[config.mk]
export PLATFORM = sky130hd
export DESIGN_NAME = adc_pipe_corrector
export DESIGN_NICKNAME = d
export VERILOG_FILES = /design/src/rtl/pipecorr_pkg.sv /design/src/rtl/pipecorr_delay.sv /design/src/rtl/pipecorr_ctrl.sv /design/src/rtl/pipecorr_datapath.sv /design/src/rtl/adc_pipe_corrector.sv
export SDC_FILE = /design/constraint.sdc
export NUM_CORES = 1
export LEC_CHECK = 0
export BUFFER_PORTS_ARGS = -buffer_cell sky130_fd_sc_hd__buf_2
export CORE_MARGIN = 4
export CORE_UTILIZATION = 25
export DETAILED_ROUTE_END_ITERATION = 12
export GPL_ROUTABILITY_DRIVEN = 0
export PLACE_DENSITY_LB_ADDON = 0.3
export SYNTH_ARGS = -nofsm -noshare
export SYNTH_HDL_FRONTEND = slang
export SYNTH_SLANG_ARGS = --single-unit
[constraint.sdc]
create_clock -name clk -period 3 [get_ports clk]
set_input_delay 0.45 -clock clk [delete_from_list [all_inputs] [get_ports clk]]
set_output_delay 0.45 -clock clk [all_outputs]
set_load 0.01 [all_outputs]
[src/rtl/pipecorr_pkg.sv]
package pipecorr_pkg;

  // Strobes from control to datapath
  typedef struct packed {
    logic flush;    // clear every alignment register
    logic capture;  // aligned set is complete: load the corrected word
  } corrStrobe_t;

  // Binary position of front stage stageIdx (0 = first stage)
  function automatic int weightShift(int stageIdx, int numStages, int shiftPerStage);
    return shiftPerStage * (numStages - stageIdx);
  endfunction

  // Total bias carried by the front-stage codes
  function automatic int biasTotal(int numStages, int shiftPerStage, int bias);
    int acc;
    acc = 0;
    for (int i = 0; i < numStages; i++) begin
      acc = acc + (bias << weightShift(i, numStages, shiftPerStage));
    end
    return acc;
  endfunction

endpackage

[src/rtl/pipecorr_delay.sv]
module pipecorr_delay #(
  parameter int WIDTH = 3,
  parameter int DEPTH = 1
) (
  input  logic             clk,
  input  logic             clear,
  input  logic [WIDTH-1:0] din,
  output logic [WIDTH-1:0] dout
);

  logic [WIDTH-1:0] stageQ [DEPTH];

  always_ff @(posedge clk) begin
    if (clear) begin
      for (int j = 0; j < DEPTH; j++) stageQ[j] <= '0;
    end else begin
      stageQ[0] <= din;
      for (int j = 1; j < DEPTH; j++) stageQ[j] <= stageQ[j-1];
    end
  end

  assign dout = stageQ[DEPTH-1];

endmodule

[src/rtl/pipecorr_ctrl.sv]
module pipecorr_ctrl
  import pipecorr_pkg::*;
#(
  parameter int NUM_STAGES = 4
) (
  input  logic                  clk,
  input  logic                  rst,
  input  logic [NUM_STAGES-1:0] stageValid,
  input  logic                  backValid,
  output corrStrobe_t           strobe,
  output logic                  outValid
);

  logic [NUM_STAGES-1:0] alignedValid;
  logic                  setComplete;

  // stage i valid waits NUM_STAGES - i cycles, matching its code
  for (genvar i = 0; i < NUM_STAGES; i++) begin : g_vdly
    pipecorr_delay #(
      .WIDTH(1),
      .DEPTH(NUM_STAGES - i)
    ) u_vdly (
      .clk  (clk),
      .clear(rst),
      .din  (stageValid[i]),
      .dout (alignedValid[i])
    );
  end

  // output only for a complete aligned set
  assign setComplete = (&alignedValid) & backValid;

  always_comb begin
    strobe.flush   = rst;
    strobe.capture = setComplete;
  end

  always_ff @(posedge clk) begin
    if (rst) outValid <= 1'b0;
    else     outValid <= setComplete;
  end

endmodule

[src/rtl/pipecorr_datapath.sv]
module pipecorr_datapath
  import pipecorr_pkg::*;
#(
  parameter int NUM_STAGES = 4,
  parameter int STAGE_W    = 3,
  parameter int BACK_W     = 4,
  parameter int SHIFT      = 2,
  parameter int BIAS       = 2,
  parameter int OUT_W      = 12
) (
  input  logic                                clk,
  input  corrStrobe_t                         strobe,
  input  logic [NUM_STAGES-1:0][STAGE_W-1:0]  stageCode,
  input  logic [BACK_W-1:0]                   backCode,
  output logic [OUT_W-1:0]                    outData
);

  localparam int RAW_W  = STAGE_W + SHIFT * NUM_STAGES + 1;
  localparam int CALC_W = ((RAW_W > OUT_W) ? RAW_W : OUT_W) + 2;
  localparam int OFFSET = biasTotal(NUM_STAGES, SHIFT, BIAS);
  localparam int MAXV   = (1 << OUT_W) - 1;

  logic [NUM_STAGES-1:0][STAGE_W-1:0] alignedCode;
  logic [CALC_W-1:0]                  rawSum;
  logic [CALC_W-1:0]                  diff;
  logic [OUT_W-1:0]                   corrected;

  // code of stage i held NUM_STAGES - i cycles
  for (genvar i = 0; i < NUM_STAGES; i++) begin : g_cdly
    pipecorr_delay #(
      .WIDTH(STAGE_W),
      .DEPTH(NUM_STAGES - i)
    ) u_cdly (
      .clk  (clk),
      .clear(strobe.flush),
      .din  (stageCode[i]),
      .dout (alignedCode[i])
    );
  end

  // overlapped addition, each stage two positions below the previous
  always_comb begin
    rawSum = CALC_W'(backCode);
    for (int i = 0; i < NUM_STAGES; i++) begin
      rawSum = rawSum + (CALC_W'(alignedCode[i]) << weightShift(i, NUM_STAGES, SHIFT));
    end
  end

  // offset removal, R5/R6 saturation
  always_comb begin
    diff = rawSum - CALC_W'(OFFSET);
    if (rawSum < CALC_W'(OFFSET))     corrected = '0;
    else if (diff > CALC_W'(MAXV))    corrected = OUT_W'(MAXV);
    else                              corrected = diff[OUT_W-1:0];
  end

  // word held unless a complete set is captured
  always_ff @(posedge clk) begin
    if (strobe.flush)        outData <= '0;
    else if (strobe.capture) outData <= corrected;
  end

endmodule

[src/rtl/adc_pipe_corrector.sv]
module adc_pipe_corrector
  import pipecorr_pkg::*;
#(
  parameter int NUM_STAGES = 4,
  parameter int STAGE_W    = 3,
  parameter int BACK_W     = 4,
  parameter int SHIFT      = 2,
  parameter int BIAS       = 2,
  parameter int OUT_W      = 12
) (
  input  logic                               clk,
  input  logic                               rst,
  input  logic [NUM_STAGES-1:0][STAGE_W-1:0] stageCode,
  input  logic [NUM_STAGES-1:0]              stageValid,
  input  logic [BACK_W-1:0]                  backCode,
  input  logic                               backValid,
  output logic [OUT_W-1:0]                   outData,
  output logic                               outValid
);

  corrStrobe_t strobe;

  pipecorr_ctrl #(
    .NUM_STAGES(NUM_STAGES)
  ) u_ctrl (
    .clk       (clk),
    .rst       (rst),
    .stageValid(stageValid),
    .backValid (backValid),
    .strobe    (strobe),
    .outValid  (outValid)
  );

  pipecorr_datapath #(
    .NUM_STAGES(NUM_STAGES),
    .STAGE_W   (STAGE_W),
    .BACK_W    (BACK_W),
    .SHIFT     (SHIFT),
    .BIAS      (BIAS),
    .OUT_W     (OUT_W)
  ) u_dp (
    .clk      (clk),
    .strobe   (strobe),
    .stageCode(stageCode),
    .backCode (backCode),
    .outData  (outData)
  );

endmodule

==> results by stage <==
Synthesis:
- For this run, the register share of the synthesized area comes to 49.7%.
- After synthesis, the cell types taking the most area are dfxtp_1 (50%), nor2b_1 (12%), o221a_1 (3.7%).
- The synthesized design contains 0 enable-type register cells.
- The post-synthesis share of cell area spent on full adders, half adders and majority gates is 4.46%.
- The netlist area before placement is 0.00213 mm2.
- The cell type with the largest total area after synthesis is dfxtp_1.
- The post-synthesis cell type count is 47.
- The register bit total from synthesis is 53.
- Summing the areas of all compound-gate instances in the mapped netlist gives 19.4% of the synthesized area.
- Summing the areas of all and, or, nand and nor instances in the mapped netlist gives 22.2% of the synthesized area.
- In the synthesized netlist the async set-or-reset flop fraction comes to 0%.
- The post-synthesis net count is between 200 and 250.
- The combinational family with the most area after synthesis is simple AND/OR/NAND/NOR gates.
- The most common flop cell mapped by yosys is dfxtp_1.
- The share of synthesized area spent on multiplexers is 0.704%.
- The top cell type by area accounts for just under 50% of the synthesized area.
- Yosys printed 0 warnings.
- Of the total synthesized cell area, the portion taken by XOR and XNOR cells is about 1.6%.
- The average cell area after synthesis is 10.6 um2.
- After technology mapping, the gate count stands at roughly 200.

Timing:
- The setup TNS is 0 ps.
- The routed design could run at a clock period as short as around 2700 ps.
- The post-route fraction of the period consumed by the critical path is 90.8%.
- The count of final hold-check violations is 0.
- On the final layout, the worst clock skew is between 8 and 9 ps.
- The worst slew slack as a fraction of its limit is 59.2%.
- Timing would allow up to roughly 370 MHz.
- The number of max-slew violations in the final report came to 0.
- Setup violations remaining at the end of the flow were counted as 0.
- Setup repair after global routing left no endpoint under its margin.
- The pin slew with the least headroom to its limit is approximately 600 ps.

Run status:
- The flow ran to the end, and the final reports show no timing, DRC or antenna violations.

Finish:
- In the layout the commonest cells are dfxtp_1 (53), nor2b_1 (42), buf_2 (35).
- The end-of-flow core utilization is 30.7%.
- The most frequent standard cell in the layout excluding fill and tap cells is dfxtp_1.
- After the last flow step, the layout net total stands at 269.
- The fraction of final layout cells sized beyond drive strength 1 is 25.0%.
- The area growth from synthesis to layout is 18.7%.
- The final antenna diode count is 0.

Worst setup path:
- The endpoint identified for the worst register-to-register timing path is u_dp.outData[9].
- The category of the most critical setup path is flip-flop to flip-flop.
- Of all nets on the critical path, the largest fanout is 4.
- Data on the critical path is required at its endpoint by 3210 ps.
- Measured in cells, the most critical reg-to-reg path has a length of 8.
- The endpoint kind of the worst setup timing path is a flip-flop.
- Data on the critical path arrives at its endpoint at 2930 ps.
- Following the worst setup path forward leads to its endpoint at u_dp.outData[9].
- The startpoint of the lowest-slack register-to-register path is u_dp.g_cdly[3].u_cdly.stageQ[0][0].
- The origin of the worst setup path is u_dp.g_cdly[3].u_cdly.stageQ[0][0].
- The kind of start point of the critical path is a flip-flop.
- The slack of the worst reg-to-reg path is ~280 ps.

Hold path:
- The class of the tightest hold or removal check is input pin to flip-flop.
- Counting instances, the worst hold path has a depth of 2.

Pwr:
- IR analysis of the VDD net gives a maximum drop of 0.285 mV.
- For this design the static power due to leakage is 1.09 nW.
- The share of power burned in the clock network is 34.2%.
- Cell internal power was estimated by the tool at 966 uW.
- The net switching power of the design is a little over 300 uW.
- The switching share of power is 24.0%.
- The relative contribution of combinational cells to total power is 8.2%.
- For this design the ratio of total power to cell area is 501 mW/mm2.
- The share of total power in sequential cells is 57.6%.

Drt:
- Detailed routing inserted a total of around 1500 vias.
- The average wire per cell in the routed design is 11.0 um.
- The number of optimization iterations in the first detailed-route pass is 4.
- The count of antenna-violating nets left after detailed routing is 0.
- The number of violations reported at the end of detailed-routing iteration 0 is 51.
- After detailed routing, the number of remaining DRC violations is 0.
- For this block, the routed nets add up to 3.80 mm of wire.
- The via density per instance is ~4.3.

Global routing:
- The initial antenna violation count is 0.
- The first-pass GRT wire length is 6.40 mm.
- The number of global-route vias before repair is 1384.
- The global-route usage over all layers is just under 8%.
- The total congestion overflow is 0.
- Entering global routing, the biggest net connects 42 pins.

Floorplan:
- The x dimension of the die is 100 um.
- The region available for standard cell placement spans roughly 0.0083 mm2.
- The initial core utilization is 25.8%.
- Pin placement for this block handled 36 I/O pins.
- The floorplan has 33 rows.
- From bottom edge to top edge, the die measures 100 um.
- The floorplan die area is 0.0101 mm2.

CTS:
- The cell sitting at the root of the clock tree is a clkbuf_8.
- TritonCTS created 5 clock buffers.
- The deepest level of the CTS H-tree is 2.
- Once the clock tree was built, the resizer swapped 0 gates to a different size.
- CTS saw 53 sinks.
- The clock passes through at most 2 buffers.
- The TritonCTS clock tree is built.
- The clock latency of the later-clocked register in the worst-skew pair is approximately 310 ps.
- The buffers inserted during post-CTS setup optimization is 0.
- After clock tree synthesis, the clock-pin slew on the worst setup and hold paths is approximately 100 ps.
- After clock tree synthesis, the flow added hold-fix buffers numbering 0.

Placement:
- Port buffering added 35 buffers.
- Once detailed placement completed, the half-perimeter wirelength came to between 2 and 3 mm.

Job:
- Max-cap violations in this run came to 0.
[power by group through the flow]
stage | Clock (mW) | Combinational [mW] | Sequential, mW
2_1_floorplan | 0 | 0.0757 | 0.746
3_3_place_gp | 0 | 0.104 | 0.747
3_5_place_dp | 0 | 0.105 | 0.748
4_1_cts | 0.458 | 0.106 | 0.731
5_1_grt | 0.483 | 0.118 | 0.733
6_report | 0.435 | 0.104 | 0.731
[synthesized netlist by cell type (3+ instances only)]
| master | count |
|---|---|
| and3_1 | 3 |
| o211ai_1 | 3 |
| nand4_1 | 4 |
| ha_1 | 6 |
| nand2_1 | 8 |
| clkbuf_1 | 6 |
| a21oi_1 | 7 |
| dfxtp_1 | 53 |
| or2_2 | 3 |
| inv_1 | 5 |
| nor2_1 | 5 |
| o221a_1 | 7 |
| or3_1 | 3 |
| nor2b_1 | 42 |
[critical path: stages, from the launching register on]
cell and delay [ps]:
dfxtp_1 310, ha_1 210, fa_1 430, xnor2_1 180
ha_1 250, o311ai_2 390, a21o_1 270, mux2_4 320
a32o_1 260
[per-layer routing]
metal	vias to the layer above	GRT usage [%]	part of all wire, %
li1	791	-	-
met1	645	10.2	50
met2	33	12.0	42
met3	6	2.78	6.2
met4	0	3.42	1.7
met5	-	0	0
[cells by family after synthesis]
group | count (synthesis)
muxes | 1
buffers and inverters | 11
adders and majority gates | 7
and+or+nand+nor | 79
DFF | 53
AOI/OAI and AO/OA | 46
xor gates and xnor gates | 4
[final cells by class]
| class | instances | area (um2) |
|---|---|---|
| clock buffer | 6 | 82.6 |
| clock inverter | 2 | 17.5 |
| fill | 883 | 5730 |
| inverter | 5 | 18.8 |
| multi-input combinational | 137 | 1030 |
| sequential | 53 | 1060 |
| tap | 105 | 131 |
| timing repair buffer | 37 | 190 |
[stage by stage]
step                setup slack, ps  cells  total power [mW]  instance area, um2  hold slack, ps
global placement               83.2    337             0.852                2430             416
global route                    160    345              1.33                2530             334
CTS                             270    345              1.30                2530             329
floorplan                       282    201             0.821                2130             414
finish                          277    345              1.27                2530             340
detailed placement             7.98    337             0.853                2430             420
[how the worst min path moves through the flow]
stage | start | to | slack, ps
floorplan | u_ctrl.g_vdly[0].u_vdly.stageQ[0] | u_ctrl.g_vdly[0].u_vdly.stageQ[1] | 410
global placement | u_ctrl.g_vdly[0].u_vdly.stageQ[2] | u_ctrl.g_vdly[0].u_vdly.stageQ[3] | 420
detailed placement | u_dp.g_cdly[0].u_cdly.stageQ[0][1] | u_dp.g_cdly[0].u_cdly.stageQ[1][1] | 420
CTS | stageValid[2] | u_ctrl.g_vdly[2].u_vdly.stageQ[0][0] | 330
global route | stageCode[2] | u_dp.g_cdly[0].u_cdly.stageQ[0][2] | 330
finish | stageCode[10] | u_dp.g_cdly[3].u_cdly.stageQ[0][1] | 340
[sequential cells by signal (all words and copies together) (netlist names)]
signal and cells:
u_dp.g_cdly.u_cdly.stageQ 30, u_dp.outData 12, u_ctrl.g_vdly.u_vdly.stageQ 10, u_ctrl.outValid 1
Power figures use the tool's default switching activity.
